===== config.mk =====
export PLATFORM = sky130hd
export DESIGN_NAME = txc_frame_cont
export DESIGN_NICKNAME = d
export VERILOG_FILES = /design/src/rtl/txc_pkg.sv /design/src/rtl/txc_pos_decode.sv /design/src/rtl/txc_fsm.sv /design/src/rtl/txc_frame_cont.sv
export SDC_FILE = /design/constraint.sdc
export NUM_CORES = 1
export LEC_CHECK = 0
export ABC_AREA = 1
export ABC_CLOCK_PERIOD_IN_PS = 1450
export BUFFER_PORTS_ARGS = -buffer_cell sky130_fd_sc_hd__clkbuf_2
export CORE_AREA = 2 2 39 41
export CTS_BUF_LIST = sky130_fd_sc_hd__clkbuf_4 sky130_fd_sc_hd__clkbuf_8
export CTS_CLUSTER_SIZE = 8
export DETAILED_ROUTE_END_ITERATION = 10
export DIE_AREA = 0 0 41 43
export PLACE_DENSITY = 0.74
export SYNTH_ARGS = -nofsm -noshare
export SYNTH_HDL_FRONTEND = slang
export SYNTH_HIERARCHICAL = 1
export SYNTH_SLANG_ARGS = --single-unit

===== constraint.sdc =====
create_clock -name clk -period 1.45 [get_ports clk]
set_input_delay 0 -clock clk [delete_from_list [all_inputs] [get_ports clk]]
set_output_delay 0 -clock clk [all_outputs]
set_load 0.005 [all_outputs]

===== src/rtl/txc_pkg.sv =====
package txc_pkg;
    localparam int DATA_BITS = 8;

    typedef enum logic [1:0] {
        FMT_PAR8 = 2'd0,
        FMT_RAW8 = 2'd1,
        FMT_PART = 2'd2,
        FMT_RSV  = 2'd3
    } fmt_e;

    typedef enum logic [1:0] {
        S_IDLE,
        S_RUN,
        S_DRAIN,
        S_DONE
    } state_e;
endpackage


===== src/rtl/txc_pos_decode.sv =====
module txc_pos_decode
    import txc_pkg::*;
#(
    parameter int POS_W = 4
) (
    input  logic [1:0]       fmt,
    input  logic [POS_W-1:0] part_bits,
    output logic [POS_W-1:0] chk_pos,
    output logic [POS_W-1:0] last_pos
);
    localparam logic [POS_W-1:0] WORD = POS_W'(DATA_BITS);
    localparam logic [POS_W-1:0] ONE  = POS_W'(1);

    logic [POS_W-1:0] x_eff;

    // clamp the partial length into 1..WORD
    always_comb begin
        if (part_bits == '0)
            x_eff = ONE;
        else if (part_bits > WORD)
            x_eff = WORD;
        else
            x_eff = part_bits;
    end

    always_comb begin
        unique case (fmt_e'(fmt))
            FMT_RAW8: begin
                chk_pos  = WORD - ONE;
                last_pos = WORD;
            end
            FMT_PART: begin
                chk_pos  = (x_eff == ONE) ? ONE : x_eff - ONE;
                last_pos = x_eff;
            end
            FMT_PAR8, FMT_RSV: begin
                chk_pos  = WORD;
                last_pos = WORD + ONE;
            end
        endcase
    end
endmodule


===== src/rtl/txc_fsm.sv =====
module txc_fsm
    import txc_pkg::*;
#(
    parameter int POS_W = 4
) (
    input  logic             clk,
    input  logic             rst_n,
    input  logic             start,
    input  logic             abort,
    input  logic             bit_stb,
    input  logic [POS_W-1:0] bit_idx,
    input  logic [POS_W-1:0] chk_pos,
    input  logic [POS_W-1:0] last_pos,
    input  logic             fifo_empty,
    output logic             accept,
    output logic             eof
);
    state_e state_q, state_d;
    logic   at_chk, at_last;

    assign at_chk  = bit_stb && (bit_idx == chk_pos);
    assign at_last = bit_stb && (bit_idx == last_pos);

    always_ff @(posedge clk or negedge rst_n) begin
        if (!rst_n)
            state_q <= S_IDLE;
        else
            state_q <= state_d;
    end

    always_comb begin
        state_d = state_q;
        unique case (state_q)
            S_IDLE: begin
                if (start)
                    state_d = S_RUN;
            end
            S_RUN: begin
                if (at_chk && fifo_empty)
                    state_d = (chk_pos == last_pos) ? S_DONE : S_DRAIN;
            end
            S_DRAIN: begin
                if (at_last)
                    state_d = S_DONE;
            end
            S_DONE: begin
                state_d = S_IDLE;
            end
        endcase
        if (abort)
            state_d = S_IDLE;
    end

    always_comb begin
        accept = (state_q == S_RUN);
        eof    = (state_q == S_DONE);
    end
endmodule


===== src/rtl/txc_frame_cont.sv =====
module txc_frame_cont #(
    parameter int POS_W = 4
) (
    input  logic             clk,
    input  logic             rst_n,
    input  logic             start,
    input  logic             abort,
    input  logic             bit_stb,
    input  logic [POS_W-1:0] bit_idx,
    input  logic [1:0]       frame_fmt,
    input  logic [POS_W-1:0] part_bits,
    input  logic             fifo_empty,
    output logic             accept,
    output logic             eof
);
    logic [POS_W-1:0] chk_pos;
    logic [POS_W-1:0] last_pos;

    txc_pos_decode #(.POS_W(POS_W)) u_dec (
        .fmt       (frame_fmt),
        .part_bits (part_bits),
        .chk_pos   (chk_pos),
        .last_pos  (last_pos)
    );

    txc_fsm #(.POS_W(POS_W)) u_fsm (
        .clk        (clk),
        .rst_n      (rst_n),
        .start      (start),
        .abort      (abort),
        .bit_stb    (bit_stb),
        .bit_idx    (bit_idx),
        .chk_pos    (chk_pos),
        .last_pos   (last_pos),
        .fifo_empty (fifo_empty),
        .accept     (accept),
        .eof        (eof)
    );
endmodule


==> results of run 1 <==
[cells by family after synthesis]
group	Yosys count	synth area share
adder cells (fa/ha/maj)	8	0.158
AO/OA/AOI/OAI	11	0.110
buffers and inverters	24	0.142
AND/OR/NAND/NOR	77	0.511
flip-flops	2	0.0789
[power by group through the flow]
| stage | combinational [mW] | clock, mW | sequential [mW] |
|---|---|---|---|
| final | 0.505 | 0.119 | 0.116 |
| after global routing | 0.582 | 0.125 | 0.123 |
| after CTS | 0.451 | 0.125 | 0.116 |
| after detailed placement | 0.446 | 0 | 0.117 |
| after global placement | 0.434 | 0 | 0.117 |
| after floorplan | 0.312 | 0 | 0.109 |
[through the flow]
stage	cell area (um^2)	std cells	power, mW	worst slack [ns]
after global routing	967	173	0.830	-0.0253
after detailed placement	830	167	0.563	-0.199
after CTS	862	171	0.692	0.0292
final	967	173	0.739	0.115
after floorplan	634	122	0.421	0.114
after global placement	830	167	0.550	-0.162
[layer usage]
metal  global-route usage  up-vias  part of all wire
met5                    0        -                 0
met4               0.0600        0                 0
met3              0.00524        0             0.049
met2                0.322       27              0.50
met1                0.251      344              0.45
li1                     -      440                 -
[area by class of cell]
| type | instances | area [um^2] |
|---|---|---|
| flip-flops and latches | 2 | 50.0 |
| well taps | 16 | 20.0 |
| fillers | 130 | 417 |
| clock buffers | 3 | 22.5 |
| inverters | 24 | 95.1 |
| repair buffers | 32 | 215 |
| multi-input cells | 96 | 564 |
[cell usage after synthesis (all sizes together)]
cell / number / area [um^2]
nand2: 47 / 189
inv: 24 / 90.1
nor2: 23 / 93.8
ha: 8 / 100
nand3: 6 / 35.0
a21oi: 5 / 28.8
o21ai: 3 / 18.8
dfrtp: 2 / 50.1
nand4: 1 / 6.26
o211ai: 1 / 7.51
o21a: 1 / 7.51
o21bai: 1 / 7.51
[placed cells by master, fill, tap and decap left out, types with 3 or more instances in the layout]
cell type and instances:
inv_2 6, ha_1 6, nor2_1 15, nand2_1 39, clkbuf_2 14, a21oi_1 3, clkbuf_4 3, nor2_2 6
nand2_2 7, inv_1 17, nand3_2 4, buf_4 15
[repair_timing]
action | in CTS | in global routing
resized for setup | 0 | 31
hold endpoints to repair | 2 | 0
hold buffers | 1 | 0
setup endpoints to repair | 0 | 2
buffers inserted | 0 | 2
[worst paths after layout]
kind,end,cells past startpoint
setup / recovery,u_fsm/state_q[0],16
hold / removal,u_fsm/state_q[1],2
setup reg to reg,u_fsm/state_q[0],8
hold reg to reg,u_fsm/state_q[1],2
max in group asynchronous,u_fsm/state_q[0],2
min in group clk,u_fsm/state_q[0],4
==> metrics.csv, run 1 <==
stage,metric,value,unit
status,status,finished clean,
floorplan,floorplan.initialDensity,0.458,
flow_run,drv_cap,0,
clock_tree,cts.sinks,2,
clock_tree,clk_pin_slew,0.03,ns
timing,relSlewSlack,0.856,
setup_path,crit_fanout,4,
detailed_routing,wl_per_cell,9.40,um
detailed_routing,drtPass1Iterations,4,
logic_synthesis,synth_warnings,6,
timing,finalSetupTns,0,ns
floorplan,pin_count,18,
clock_tree,cts_tree,yes,
floorplan,rows,14,
grt,grt_overflow,0,
timing,holdWs,0.106,ns
timing,slew_viol_final,0,
grt,grt_max_degree,6,
grt,grt.total_usage,0.192,
timing,worst_pin_slew,0.214,ns
pwr,pwr-share-comb,0.683,
grt,grt_pass1_wl,2440,um
finish,layout-drive-gt1-share,0.427,
placement,hpwlAfterDp,1270,um
timing,hold_viol_final,0,
detailed_routing,via_per_inst,4.69,
setup_path,regToRegSetupSlack,0.16,ns
grt,antenna_found_initial,0,
logic_synthesis,ys_types,18,
setup_path,cp.arrival,1.49,ns
pwr,switching_share,0.463,
setup_path,path_common_cell,nand2_1,
pwr,clkPwrFrac,0.161,
setup_path,crit_start,frame_fmt[0],
floorplan,die-area,1760,um^2
timing,period_needed,1.34,ns
detailed_routing,via_count,811,
detailed_routing,postRouteAntennaNets,0,
finish,syn2layout_area_growth,52.5,%
logic_synthesis,ys_seq_area_frac,0.0789,
clock_tree,clockBufferDepth,2,
worst_hold_path,hp-class,in -> async,
clock_tree,cts_buffers,3,
setup_path,required,1.60,ns
logic_synthesis,syn_area,634,um^2
finish,nNetsFinal,183,
setup_path,cp_num_buf_inv,4,
floorplan,coreArea,1380,um^2
finish,top_register,u_fsm/state_q,
floorplan,fp.dieW,41,um
pwr,cellLeakagePower,0.563,nW
setup_path,start_kind,input pin,
detailed_routing,drc,0,
setup_path,crit-reg2reg-launch,u_fsm/state_q[1],
clock_tree,htree_levels,1,
placement,io_buffer_count,17,
pwr,intPower,0.397,mW
setup_path,criticalPathCategory,in -> reg,
detailed_routing,routed_wl,1630,um
setup_path,critical-path-top-delay-family,simple AND/OR/NAND/NOR gates,
setup_path,crit_slowest_cell,ha_2,
logic_synthesis,syn_avg_cell_area,5.20,um^2
setup_path,crit_chain,clkbuf_2 > inv_1 > ha_2 > inv_2 > nor2_2 > o21bai_4 > inv_1 > nand2_1 > nand2_1 > nor2_2 > nand3_2 > nand2_2 > nand2_2 > nor2_2 > nand2_1 > nand2_1,
pwr,switchingPower,0.342,mW
pwr,pwr_density_cell,764,nW/um^2
clock_tree,root_buffer,clkbuf_4,
timing,final.period_utilization,0.921,
pwr,ir_drop,0.696,mV
finish,final_util,0.699,
clock_tree,insertion_delay,0.22,ns
pwr,pwr-share-seq,0.156,
logic_synthesis,synth_fp_nets,146,
timing,max_freq,749,MHz
timing,report.final.setup_viol,0,
setup_path,endpoint_kind,flip-flop,
timing,fin_skew,0.000542,ns
logic_synthesis,syn_inst,122,
finish,antennaDiodeCount,0,
grt,grt_pass1_vias,696,
finish,reg.largest.list,u_fsm/state_q (2),
logic_synthesis,ys_ff_latch,2,
finish,largest_register_ffs,2,
setup_path,cpPeakStageDelay,0.31,ns
floorplan,fp.dieH,43,um
detailed_routing,detail_route.iter0.violations,20,
placement,gp_congestion,0.773,
Power figures use the tool's default switching activity.
==> run 2: changes to the inputs <==
Settings changed: CTS_BUF_LIST sky130_fd_sc_hd__clkbuf_4 sky130_fd_sc_hd__clkbuf_8 to sky130_fd_sc_hd__clkbuf_8.
==> run 2 against run 1 <==
Critical path depth decreased by 2; via count increased by 2.2%; design area increased by 3.6%; total power increased by 15%; setup slack got worse by 0.021 ns; hold slack improved by 0.0097 ns; largest cell class unchanged; largest power group unchanged; highest routed layer is now met4.
==> metrics.csv, run 2 (same netlist as run 1, synthesis figures left out) <==
stage,metric,value,unit,change
status,status,finished clean,,unchanged
grt,grt_overflow,0,,unchanged
finish,syn2layout_area_growth,58.0,%,was 52.5%
floorplan,pin_count,18,,unchanged
detailed_routing,drtPass1Iterations,4,,unchanged
detailed_routing,via_per_inst,4.79,,was 4.69
finish,mostFrequentLayoutCells,"nand2_1, inv_1, buf_4, clkbuf_2, nor2_1",,"was nand2_1, inv_1, buf_4, nor2_1, clkbuf_2"
finish,reg.largest.list,u_fsm/state_q (2),,unchanged
clock_tree,clockBufferDepth,2,,unchanged
grt,grt_max_degree,6,,unchanged
finish,nNetsFinal,183,,unchanged
setup_path,crit-reg2reg-launch,u_fsm/state_q[1],,unchanged
placement,hpwlAfterDp,1270,um,unchanged
setup_path,crit_fanout,5,,was 4
detailed_routing,postRouteAntennaNets,0,,unchanged
clock_tree,root_buffer,clkbuf_8,,was clkbuf_4
finish,final_util,0.724,,was 0.699
detailed_routing,via_count,829,,was 811
worst_hold_path,hp-class,in -> async,,unchanged
timing,fin_skew,0.000176,ns,was 0.000542 ns
grt,grt_pass1_vias,696,,unchanged
setup_path,start_kind,input pin,,unchanged
floorplan,rows,14,,unchanged
clock_tree,cts_buffers,3,,unchanged
detailed_routing,routed_wl,1800,um,was 1630 um
pwr,cellLeakagePower,0.573,nW,was 0.563 nW
clock_tree,cts_tree,yes,,unchanged
finish,final_common_cell,nand2_1,,unchanged
placement,dp_cells,167,,unchanged
clock_tree,cts.sinks,2,,unchanged
detailed_routing,detail_route.iter0.violations,23,,was 20
finish,antennaDiodeCount,0,,unchanged
timing,hold_viol_final,0,,unchanged
grt,grt_pass1_wl,2500,um,was 2440 um
setup_path,required,1.54,ns,was 1.60 ns
floorplan,die-area,1760,um^2,unchanged
floorplan,floorplan.initialDensity,0.458,,unchanged
timing,max_freq,737,MHz,was 749 MHz
setup_path,endpoint_kind,flip-flop,,unchanged
clock_tree,clk_pin_slew,0.03,ns,about the same
pwr,ir_drop,0.837,mV,was 0.696 mV
detailed_routing,drc,0,,unchanged
timing,final.period_utilization,0.936,,was 0.921
grt,grt.total_usage,0.204,,was 0.192
placement,io_buffer_count,17,,unchanged
timing,period_needed,1.36,ns,was 1.34 ns
placement,gp_congestion,0.773,,unchanged
timing,report.final.setup_viol,0,,unchanged
floorplan,fp.dieW,41,um,unchanged
flow_run,drv_cap,0,,unchanged
timing,worst_pin_slew,0.298,ns,was 0.214 ns
setup_path,crit_start,part_bits[3],,was frame_fmt[0]
setup_path,criticalPathCategory,in -> reg,,unchanged
setup_path,cp.arrival,1.45,ns,was 1.49 ns
clock_tree,htree_levels,1,,unchanged
floorplan,fp.dieH,43,um,unchanged
finish,fin_cells,173,,unchanged
clock_tree,insertion_delay,0.21,ns,was 0.22 ns
timing,relSlewSlack,0.800,,was 0.856
finish,top_register,u_fsm/state_q,,unchanged
finish,largest_register_ffs,2,,unchanged
detailed_routing,wl_per_cell,10.4,um,was 9.40 um
floorplan,coreArea,1380,um^2,unchanged
grt,antenna_found_initial,0,,unchanged
timing,slew_viol_final,0,,unchanged
finish,layout-drive-gt1-share,0.446,,was 0.427
pwr,pwr_density_cell,846,nW/um^2,was 764 nW/um^2
-- run 2: final timing paths --
kind / depth (start not counted) / slack, ns / end
hold / removal: 2 / 0.12 / u_fsm/state_q[0]
max in group asynchronous: 2 / 1.23 / u_fsm/state_q[1]
setup reg to reg: 8 / 0.16 / u_fsm/state_q[0]
min in group clk: 4 / 0.12 / u_fsm/state_q[0]
hold reg to reg: 2 / 0.56 / u_fsm/state_q[0]
setup / recovery: 14 / 0.09 / u_fsm/state_q[0]
-- run 2: worst max-delay path, stage by stage --
cell and delay, ns:
buf_4 0.14, inv_6 0.07, nand2_1 0.07, nand2_2 0.08, ha_1 0.15, a21oi_1 0.08, a21oi_2 0.14, inv_1 0.09
o21ai_0 0.27, nor2_1 0.08, nand3_1 0.11, a21oi_2 0.06, nand2_1 0.06, nand2_1 0.06
-- run 2: layout make-up --
type | instances | area [um^2]
timing repair buffer | 32 | 219
fill | 118 | 382
sequential | 2 | 50.0
tap | 16 | 20.0
inverter | 24 | 95.1
clock buffer | 3 | 41.3
multi-input combinational | 96 | 577
-- run 2: timing repair --
item	CTS	global route
gates resized for setup	0	36
endpoints found under the setup margin	0	2
hold endpoints to repair	2	0
hold buffers	1	0
buffers inserted	0	2
-- run 2: layer usage --
layer,wire (um),share of wire,track usage,up-vias
li1,-,-,-,440
met1,778,0.43,0.264,360
met2,891,0.49,0.309,23
met3,73,0.041,0.0524,6
met4,59,0.033,0.0800,0
met5,0,0,0,-
-- run 2: metrics by stage --
step	TNS (ns)	instance area, um^2	setup WS (ns)	hold WS [ns]	power, mW
floorplan	0	634	0.114	-0.296	0.421
global placement	-0.314	830	-0.162	-0.213	0.550
detailed placement	-0.382	830	-0.199	-0.208	0.563
CTS	0	881	0.0123	0.109	0.789
global route	-0.0821	1000	-0.0517	0.127	0.941
finish	0	1000	0.0934	0.116	0.847
-- run 2: where the power goes --
part	total, mW	internal [mW]	switching (mW)
Combinational	0.518	0.227	0.291
Sequential	0.116	0.0824	0.0340
Clock	0.213	0.175	0.0383
Total	0.847	0.484	0.363
